--- src/rtl/irq_steer_pkg.sv ---
package irq_steer_pkg;

  // True when a steering code maps onto a real IRQ line.
  // Code 0 disables the input; codes 2, 8 and 13 are reserved.
  function automatic logic code_routable(input logic [3:0] code);
    case (code)
      4'd0, 4'd2, 4'd8, 4'd13: code_routable = 1'b0;
      default:                 code_routable = 1'b1;
    endcase
  endfunction

endpackage

--- src/rtl/irq_steer_cfg_regs.sv ---
module irq_steer_cfg_regs #(
  parameter int NUM_REGS = 2,
  parameter int DATA_W   = 8,
  localparam int ADDR_W  = (NUM_REGS > 1) ? $clog2(NUM_REGS) : 1
) (
  input  logic                         clk,
  input  logic                         rst,
  input  logic                         wr_en,
  input  logic [ADDR_W-1:0]            addr,
  input  logic [DATA_W-1:0]            wdata,
  output logic [DATA_W-1:0]            rdata,
  output logic [NUM_REGS*DATA_W-1:0]   regs_flat
);

  logic [DATA_W-1:0] mem [NUM_REGS];

  always_ff @(posedge clk) begin
    if (rst) begin
      for (int i = 0; i < NUM_REGS; i++) mem[i] <= '0;
    end else if (wr_en) begin
      mem[addr] <= wdata;
    end
  end

  always_ff @(posedge clk) begin
    if (rst) rdata <= '0;
    else     rdata <= mem[addr];
  end

  for (genvar g = 0; g < NUM_REGS; g++) begin : g_flat
    assign regs_flat[g*DATA_W +: DATA_W] = mem[g];
  end

endmodule

--- src/rtl/irq_steer_sync.sv ---
module irq_steer_sync #(
  parameter int WIDTH  = 4,
  parameter int STAGES = 2
) (
  input  logic             clk,
  input  logic             rst,
  input  logic [WIDTH-1:0] raw_n,
  output logic [WIDTH-1:0] active
);

  logic [WIDTH-1:0] stg [STAGES];

  always_ff @(posedge clk) begin
    if (rst) begin
      for (int s = 0; s < STAGES; s++) stg[s] <= '0;
    end else begin
      stg[0] <= ~raw_n;
      for (int s = 1; s < STAGES; s++) stg[s] <= stg[s-1];
    end
  end

  assign active = stg[STAGES-1];

endmodule

--- src/rtl/irq_steer_decode.sv ---
module irq_steer_decode
  import irq_steer_pkg::*;
#(
  parameter int NUM_INT = 4,
  parameter int SEL_W   = 4,
  parameter int NUM_IRQ = 16
) (
  input  logic                     clk,
  input  logic                     rst,
  input  logic [NUM_INT-1:0]       active,
  input  logic [NUM_INT*SEL_W-1:0] sel_flat,
  output logic [NUM_IRQ-1:0]       irq_out
);

  logic [NUM_IRQ-1:0] hit [NUM_INT];
  logic [NUM_IRQ-1:0] merged;

  for (genvar i = 0; i < NUM_INT; i++) begin : g_line
    logic [SEL_W-1:0] code;
    assign code = sel_flat[i*SEL_W +: SEL_W];
    always_comb begin
      hit[i] = '0;
      if (active[i] && code_routable(code)) hit[i][code] = 1'b1;
    end
  end

  always_comb begin
    merged = '0;
    for (int i = 0; i < NUM_INT; i++) merged = merged | hit[i];
  end

  always_ff @(posedge clk) begin
    if (rst) irq_out <= '0;
    else     irq_out <= merged;
  end

endmodule

--- src/rtl/irq_steer_router.sv ---
module irq_steer_router #(
  parameter int NUM_INT     = 4,
  parameter int SEL_W       = 4,
  parameter int NUM_IRQ     = 16,
  parameter int CFG_DW      = 8,
  parameter int SYNC_STAGES = 2,
  localparam int SEL_PER_REG = CFG_DW / SEL_W,
  localparam int NUM_REGS    = NUM_INT / SEL_PER_REG,
  localparam int ADDR_W      = (NUM_REGS > 1) ? $clog2(NUM_REGS) : 1
) (
  input  logic               clk,
  input  logic               rst,
  input  logic               cfg_wr_en,
  input  logic [ADDR_W-1:0]  cfg_addr,
  input  logic [CFG_DW-1:0]  cfg_wdata,
  output logic [CFG_DW-1:0]  cfg_rdata,
  input  logic [NUM_INT-1:0] int_n,
  output logic [NUM_IRQ-1:0] irq_req
);

  logic [NUM_REGS*CFG_DW-1:0] regs_flat;
  logic [NUM_INT-1:0]         int_act;

  irq_steer_cfg_regs #(.NUM_REGS(NUM_REGS), .DATA_W(CFG_DW)) regs_i (
    .clk(clk), .rst(rst), .wr_en(cfg_wr_en), .addr(cfg_addr),
    .wdata(cfg_wdata), .rdata(cfg_rdata), .regs_flat(regs_flat)
  );

  irq_steer_sync #(.WIDTH(NUM_INT), .STAGES(SYNC_STAGES)) sync_i (
    .clk(clk), .rst(rst), .raw_n(int_n), .active(int_act)
  );

  irq_steer_decode #(.NUM_INT(NUM_INT), .SEL_W(SEL_W), .NUM_IRQ(NUM_IRQ)) dec_i (
    .clk(clk), .rst(rst), .active(int_act),
    .sel_flat(regs_flat[NUM_INT*SEL_W-1:0]), .irq_out(irq_req)
  );

endmodule

--- config.mk ---
export PLATFORM = sky130hd
export DESIGN_NAME = irq_steer_router
export DESIGN_NICKNAME = d
export VERILOG_FILES = /design/src/rtl/irq_steer_pkg.sv /design/src/rtl/irq_steer_cfg_regs.sv /design/src/rtl/irq_steer_sync.sv /design/src/rtl/irq_steer_decode.sv /design/src/rtl/irq_steer_router.sv
export SDC_FILE = /design/constraint.sdc
export NUM_CORES = 1
export LEC_CHECK = 0
export CAP_MARGIN = 20
export CELL_PAD_IN_SITES_DETAIL_PLACEMENT = 2
export CELL_PAD_IN_SITES_GLOBAL_PLACEMENT = 2
export CORE_UTILIZATION = 39
export CTS_CLUSTER_SIZE = 28
export DETAILED_ROUTE_END_ITERATION = 7
export DONT_BUFFER_PORTS = 1
export PLACE_DENSITY_LB_ADDON = 0.05
export SYNTH_ARGS = -nofsm -noshare
export SYNTH_HDL_FRONTEND = slang
export SYNTH_HIERARCHICAL = 1
export SYNTH_SLANG_ARGS = --single-unit
export TNS_END_PERCENT = 30
--- constraint.sdc ---
create_clock -name clk -period 1.5 [get_ports clk]
set_clock_uncertainty 0.15 [all_clocks]
set_input_delay 0.45 -clock clk [delete_from_list [all_inputs] [get_ports clk]]
set_output_delay 0.45 -clock clk [all_outputs]
set_load 0.01 [all_outputs]
## Word-level counts from Yosys, hierarchy flattened

Memories as Yosys holds them, arrays and structs flattened. A register that Yosys moved wholly into a read port is not among the register bits.
Cells that the tools add are included.

- Bits in registers: 16
- Bits in writable memories: 24
- Input bits: 16
- Output and inout port bits: 24
- Word-level logic and storage cells: 73
- Memories kept: 2

Memories:

| memory | words | bits a word | read ports | clocked after Yosys merged registers in | write ports | line | text |
|---|---|---|---|---|---|---|---|
| regs_i.mem | 2 | 8 | 3 | 1 | 2 | irq_steer_cfg_regs.sv:15 | `logic [DATA_W-1:0] mem [NUM_REGS];` |
| sync_i.stg | 2 | 4 | 2 | 0 | 2 | irq_steer_sync.sv:11 | `logic [WIDTH-1:0] stg [STAGES];` |

- Magnitude comparators: 8
- Eq/ne operators: 12
- Mux-type cells: 27
- Bitwise operators: 6
- Reduce and logical (&&, ||, !) cells: 17

Operator list:

| operator | count |
|---|---|
| 16-bit two-way mux | 4 |
| 16-bit bitwise OR | 3 |
| 4-bit == test, second input constant | 8 |
| 4-bit by 5-bit < comparator with 1-bit output, second input constant | 4 |
| 1-bit demux with 4-bit select | 4 |
| 4-bit by 2-bit == test with 1-bit output, second input constant | 4 |
| 4-bit by 1-bit >= comparator with 1-bit output, second input constant | 4 |
| 4-bit zero test | 4 |
| 1-bit two-way mux | 16 |
| 4-bit OR reduction | 4 |
| 1-bit logical AND | 8 |
| 4-bit two-way mux | 2 |
| 8-bit two-way mux | 1 |
| 8-bit OR reduction | 1 |
| 4-bit NOT | 1 |
| 1-bit bitwise OR | 2 |

## Longest topological paths before layout

Gate-level depths: netlist of the first run.

- Depth in word-level cells: 8
- Gate-level depth with buffers: 4
- Depth with buffers taken out: 3

## Hierarchy

The synthesis of the first run kept the hierarchy.

By module, submodules not included:

| module | times used | cells an instance | area each (µm²) | sequential area each (µm²) |
|---|---|---|---|---|
| irq_steer_cfg_regs | 1 | 74 | 929.6 | 640.6 |
| irq_steer_decode | 1 | 87 | 832.0 | 320.3 |
| irq_steer_sync | 1 | 20 | 230.2 | 160.2 |

## Least setup slack after synthesis of the first run

No wires, ideal clock.

- Kind: input to register
- Start point: input cfg_wr_en
- End point: memory regs_i.mem[0][0] (enable)
- Setup time: 0.326 ns
- Data arrival time: 0.870 ns
- Data required time: 1.024 ns
- Slack: 0.154 ns
- Stages: 2
- Buffers on the path: 1
- Cells stage by stage: buf_2 -> a21o_1

RTL lines:

| item | line | text |
|---|---|---|
| start, declared | irq_steer_router.sv:13 | `input logic cfg_wr_en,` |
| end, declared | irq_steer_cfg_regs.sv:15 |  |

==> implementation parameters, run 1 <==
Parameter                              Value

Die
  Starting density of the core    approximately two fifths
  Count of boundary I/O pins    40
  Die area    around 5400 um2
  Die Y-Extent    around 73 um
  Placeable core area    approximately 4800 um2
  Horizontal extent of the die    73.47 um
  # rows    25

Worst setup path
  Crit-path leading delay family    flip-flops
  Class of the most critical setup path    reg2reg
  Worst path cell trace    and2b_4 > a22oi_1 > a21oi_1
  Register-to-register setup slack    0.09 ns
  Count of buffering cells on the critical path with inverters included    0
  Critical Path Sink Type    register
  Req. time, crit path    roughly 1.5 ns
  WP data arrival    1.44 ns
  Critical path fanouts, max    8
  Highest cell delay on the worst timing path    a little under 0.6 ns
  Critical Path Slowest Stage Cell    edfxtp_1
  Launching element type of the critical path    register

Route
  Routed wire per std cell    19.89 um
  Total routed wirelength    4972 um
  Post-DR vias/cell    between 5 and 6
  Count of antenna-violating nets left after detailed routing    0
  DR vias    between 1,000 and 1,500
  DRC    0
  Length of the first detailed-routing pass in iterations    4
  Initial DRC Count    63

STA
  Worst hold slack after final layout    0.04528 ns
  Endpoints failing setup    0
  Final worst slack    about 0.091 ns
  Period Utilization, post-route    93.94%
  RSZ-0062 raised after global routing    false
  Final sum of negative setup slack    0 ns
  Max Transition Viols Final    0
  Peak clock frequency supported by timing    around 710 MHz
  Number of hold-slack violations in the final timing report    0
  Final critical delay including setup and external delays    1.409 ns

Global routing
  Pin count of the biggest net entering global routing    33
  Overall track demand over capacity in global routing    between 20% and 30%
  Number of antenna violations at the first check in global routing    0
  First-pass GRT wire length    8066 um
  Number of global-route vias before repair    1,491
  Residual overflow from global routing    0

Clock tree
  CTS HTree Levels    2
  Cts repair resizes    0
  Setup Buffers After CTS    0
  Clock sink total    between 40 and 50
  Total of hold buffers inserted after clock tree synthesis    0
  CTS root buffer    clkbuf_8
  Max Buffers Root-to-Sink    2
  Clock Latency Late Sink    roughly 0.3 ns
  CTS clock-pin slew for the worst setup and hold paths    about 0.090 ns
  Num CTS Buffers    5
  Clock tree from TritonCTS    yes

Logic synthesis
  Mapped Area    1992 um2
  Post-synthesis xor/xnor area fraction    0%
  Yosys warnings    6
  Average footprint of a synthesized cell    around 11 um2
  Proportion of register bits with asynchronous set or reset after synthesis    0%
  Number of enable-type register cells in the synthesized netlist    16
  Number of instances in the synthesized netlist    181
  Prevailing post-synth register cell    dfxtp_1
  Compound-Gate Fraction of Synth Area    between 10% and 20%
  Share of the synthesized area in the top cell type    between 30% and 40%
  Largest family of logic cells by synthesized area    simple AND/OR/NAND/NOR gates
  Most area-hungry cell type in the Yosys netlist    dfxtp_1
  Most area-consuming cells after synthesis    dfxtp_1 (32%), edfxtp_1 (24%), a22oi_1 (5.3%)
  Post-synthesis sequential element count    48
  Number of library cell types mapped by synthesis    32
  Adder and majority cell fraction of the synthesized area    0%
  Share of cell area taken by muxes after synthesis    slightly above 4%
  Register area share after synthesis    between 50% and 60%
  Fraction of the mapped netlist area in simple logic gates    ~23%

Placement
  HPWL reported at the end of detailed placement    3504 um
  Cell area reported after detailed placement    2023 um2
  Final weighted congestion in routability-driven placement    ~0.86
  Placement Setup Slack    between 0.15 and 0.2 ns
  Port-buffer cells    0

Finish
  Share of final-layout standard cells stronger than drive strength 1    between 10% and 20%
  Area of combinational cells with multiple inputs    807.0 um2
  ANT cells    0
  Number of nets at the end of the flow    198
  Final-layout fill cell count    527
  Area taken by flip-flops and latches    roughly 1100 um2
  Fin area    between 2000 and 2500 um2
  Layout overhead on the synthesized area    7.161%

Pwr
  Max rail drop VDD    around 0.42 mV
  Standby leakage power    0.7944 nW
  Overall power    2.603 mW
  Power density over cell area    around 1200 nW/um2

Flow run
  Count of maximum capacitance violations    0

Outcome
  Status    complete, no violations

Worst hold path
  Class of the worst hold path    in2reg
==> state kept, by name, indices dropped and copies added, names as in the netlist <==
register / count
dec_i/irq_out: 16
regs_i/mem: 16
regs_i/rdata: 8
sync_i/stg: 8
==> cell usage after synthesis, types with 4 or more instances <==
| cell | n |
|---|---|
| dfxtp_1 | 32 |
| nor2_1 | 24 |
| edfxtp_1 | 16 |
| a22oi_1 | 14 |
| mux2i_1 | 8 |
| nand2_1 | 8 |
| nand3_1 | 8 |
| nor2_2 | 8 |
| a21oi_1 | 6 |
| and3b_1 | 6 |
| nor2b_1 | 5 |
| a31oi_1 | 4 |
| a32oi_1 | 4 |
| and3_1 | 4 |
| buf_4 | 4 |
==> routing by layer <==
metal	vias up	track usage, %	wire, um
li1	643	-	-
met1	685	25.84	2201
met2	35	34.15	2477
met3	11	4.664	163
met4	0	9.615	129
met5	-	0	0
==> layout make-up <==
type                       instances  share of cell area [%]
clock buffer                       5                   3.224
clock inverter                     3                   1.993
inverter                           1                  0.1758
multi-input combinational        125                   37.81
sequential                        48                   52.52
tap                               67                   3.927
timing repair buffer               1                  0.3517
==> power breakdown <==
group	switching (mW)	leakage, nW	internal (mW)
combinational	0.0881	0.313	0.0678
clock	0.442	0.0558	0.494
sequential	0.0923	0.426	1.42
==> metrics by stage <==
step / instances / util [%]
finish: 250 / 44.31
global route: 250 / 44.31
CTS: 250 / 44.31
detailed placement: 242 / 42.00
global placement: 242 / 42.00
floorplan: 184 / -
==> logic make-up (layout without fill, tap and decap cells) <==
group / after synthesis / in the layout
simple gates: 79 / 79
flops: 48 / 48
compound gates: 34 / 34
buf+inv: 11 / 10
mux: 8 / 8
other cells: 1 / 4
==> worst paths after layout <==
| kind | endpoint | cells after the start | startpoint |
|---|---|---|---|
| worst max register to register | dec_i/irq_out[9] | 3 | regs_i/mem[0][4] |
| worst min-delay path | sync_i/stg[0][1] | 1 | int_n[1] |
| worst max-delay path | dec_i/irq_out[9] | 3 | regs_i/mem[0][4] |
| worst min register to register | sync_i/stg[0][5] | 1 | sync_i/stg[0][1] |
==> cell usage in the layout (no fill, tap or decap), types with 3 or more instances in the layout <==
cell | Yosys | layout
nor2_1 | 24 | 24
nor2b_2 | 3 | 3
a31oi_1 | 4 | 4
nor2_2 | 8 | 8
mux2i_1 | 8 | 8
conb_1 | 1 | 4
dfxtp_1 | 32 | 32
nor2b_1 | 5 | 5
and3b_1 | 6 | 6
a32oi_1 | 4 | 4
clkbuf_8 | 0 | 5
edfxtp_1 | 16 | 16
nand2_1 | 8 | 8
nand3_1 | 8 | 8
a22oi_1 | 14 | 14
and3_1 | 4 | 4
a21oi_1 | 6 | 6
No activity file was read; power rests on OpenSTA's default activity.
==> run 2, diff against run 1 <==
- PLACE_DENSITY: default -> 0.74
- PLACE_DENSITY_LB_ADDON: 0.05 -> default
==> implementation parameters, run 2 (synthesis results as in run 1) <==
Parameter                              Value

Finish
  Area of combinational cells with multiple inputs    807.0 um2
  Fin area    ~2100 um2
  ANT cells    0
  Layout overhead on the synthesized area    6.030%
  Top flop regs    dec_i/irq_out: 16 flops, regs_i/mem: 16 flops
  Share of final-layout standard cells stronger than drive strength 1    about 16%
  Area taken by flip-flops and latches    approximately 1100 um2
  Leading cell type in the layout, fill and taps excluded    dfxtp_1
  Number of nets at the end of the flow    approximately 200
  Top library cells by usage in the layout, fill and taps aside    dfxtp_1 (32), nor2_1 (24), edfxtp_1 (16)
  Final core utilization    43.84%
  Final-layout fill cell count    approximately 520

Die
  Die Y-Extent    approximately 73 um
  Die area    5397 um2
  Starting density of the core    between 40% and 50%
  # rows    25
  Placeable core area    4817 um2
  Count of boundary I/O pins    40
  Horizontal extent of the die    roughly 73 um

Placement
  Final weighted congestion in routability-driven placement    approximately 0.85
  HPWL reported at the end of detailed placement    3480 um
  Port-buffer cells    0
  Cell area reported after detailed placement    around 2000 um2

Global routing
  Pin count of the biggest net entering global routing    33
  First-pass GRT wire length    7652 um
  Number of global-route vias before repair    1,435
  Most crowded layer after global routing    met2
  Overall track demand over capacity in global routing    roughly a fifth
  Met3 Use GR    between 6 and 7%
  M1 GR Usage    a little under a quarter
  GRT met2 Usage    about a third
  Number of antenna violations at the first check in global routing    0
  Residual overflow from global routing    0

Pwr
  Overall power    around 2.5 mW
  Max rail drop VDD    ~0.46 mV
  Standby leakage power    a little under 0.8 nW
  Power density over cell area    around 1200 nW/um2

STA
  Worst hold slack after final layout    0.05110 ns
  Period Utilization, post-route    between 90% and 100%
  Endpoints failing setup    0
  Final critical delay including setup and external delays    1.413 ns
  Peak clock frequency supported by timing    a little over 700 MHz
  Number of hold-slack violations in the final timing report    0
  Max Transition Viols Final    0
  Final sum of negative setup slack    0 ns
  RSZ-0062 raised after global routing    false

Clock tree
  Clock tree from TritonCTS    yes
  CTS HTree Levels    2
  Total of hold buffers inserted after clock tree synthesis    0
  Clock sink total    48
  Clock Latency Late Sink    0.30 ns
  Setup Buffers After CTS    0
  Num CTS Buffers    5
  CTS clock-pin slew for the worst setup and hold paths    about 0.090 ns
  Max Buffers Root-to-Sink    2
  Cts repair resizes    0
  CTS root buffer    clkbuf_8

Route
  DR vias    1,366
  Count of antenna-violating nets left after detailed routing    0
  DRC    0
  Total routed wirelength    4854 um
  Initial DRC Count    between 50 and 60
  Post-DR vias/cell    5.486
  Length of the first detailed-routing pass in iterations    4
  Routed wire per std cell    roughly 20 um

Worst hold path
  Hold path depth    1
  Class of the worst hold path    in2reg

Outcome
  Status    complete, no violations

Worst setup path
  WP data arrival    roughly 1.5 ns
  Critical Path Sink Type    register
  Req. time, crit path    roughly 1.6 ns
  Class of the most critical setup path    reg2reg
  Launching element type of the critical path    register
  Cell count of the worst reg-to-reg path    3
  Critical path fanouts, max    5

Flow run
  Count of maximum capacitance violations    0
-- run 2: metal layers --
| metal | share of wire, % | wire length [um] | vias up |
|---|---|---|---|
| li1 | - | - | 640 |
| met1 | 42 | 2026 | 670 |
| met2 | 52 | 2506 | 49 |
| met3 | 5.5 | 266 | 7 |
| met4 | 1.1 | 55 | 0 |
| met5 | 0 | 0 | - |
-- run 2: worst paths after layout --
check                         from                to  slack [ns]
setup / recovery  regs_i/mem[1][3]  dec_i/irq_out[3]        0.09
hold / removal            int_n[1]  sync_i/stg[0][1]        0.05
setup reg to reg  regs_i/mem[1][3]  dec_i/irq_out[3]        0.09
hold reg to reg   sync_i/stg[0][3]  sync_i/stg[0][7]        0.30
-- run 2: layout make-up --
type | instances | share of cell area, %
Clock buffer | 6 | 3.910
Clock inverter | 2 | 0.6517
Inverter | 1 | 0.1777
Multi-Input combinational cell | 125 | 38.21
Sequential cell | 48 | 53.08
Tap cell | 67 | 3.969
-- run 2: per-stage QoR --
| step | instances | setup WS, ns |
|---|---|---|
| finish | 249 | 0.08732 |
| global route | 249 | 0.03276 |
| detailed placement | 241 | 0.1373 |
| floorplan | 184 | 0.1543 |
| global placement | 241 | 0.1754 |
| CTS | 249 | 0.1012 |
-- run 2: worst max-delay path, cell delays in order, from the launching register on --
cell and delay, ns:
edfxtp_1 0.49, nor3b_1 0.39, nand3_1 0.14, a31oi_1 0.17
-- run 2: power by group --
part	internal (mW)	leakage (nW)	switching (mW)
sequential	1.42	0.426	0.0927
combinational	0.0652	0.308	0.0866
clock	0.375	0.0477	0.436
total	1.86	0.781	0.616
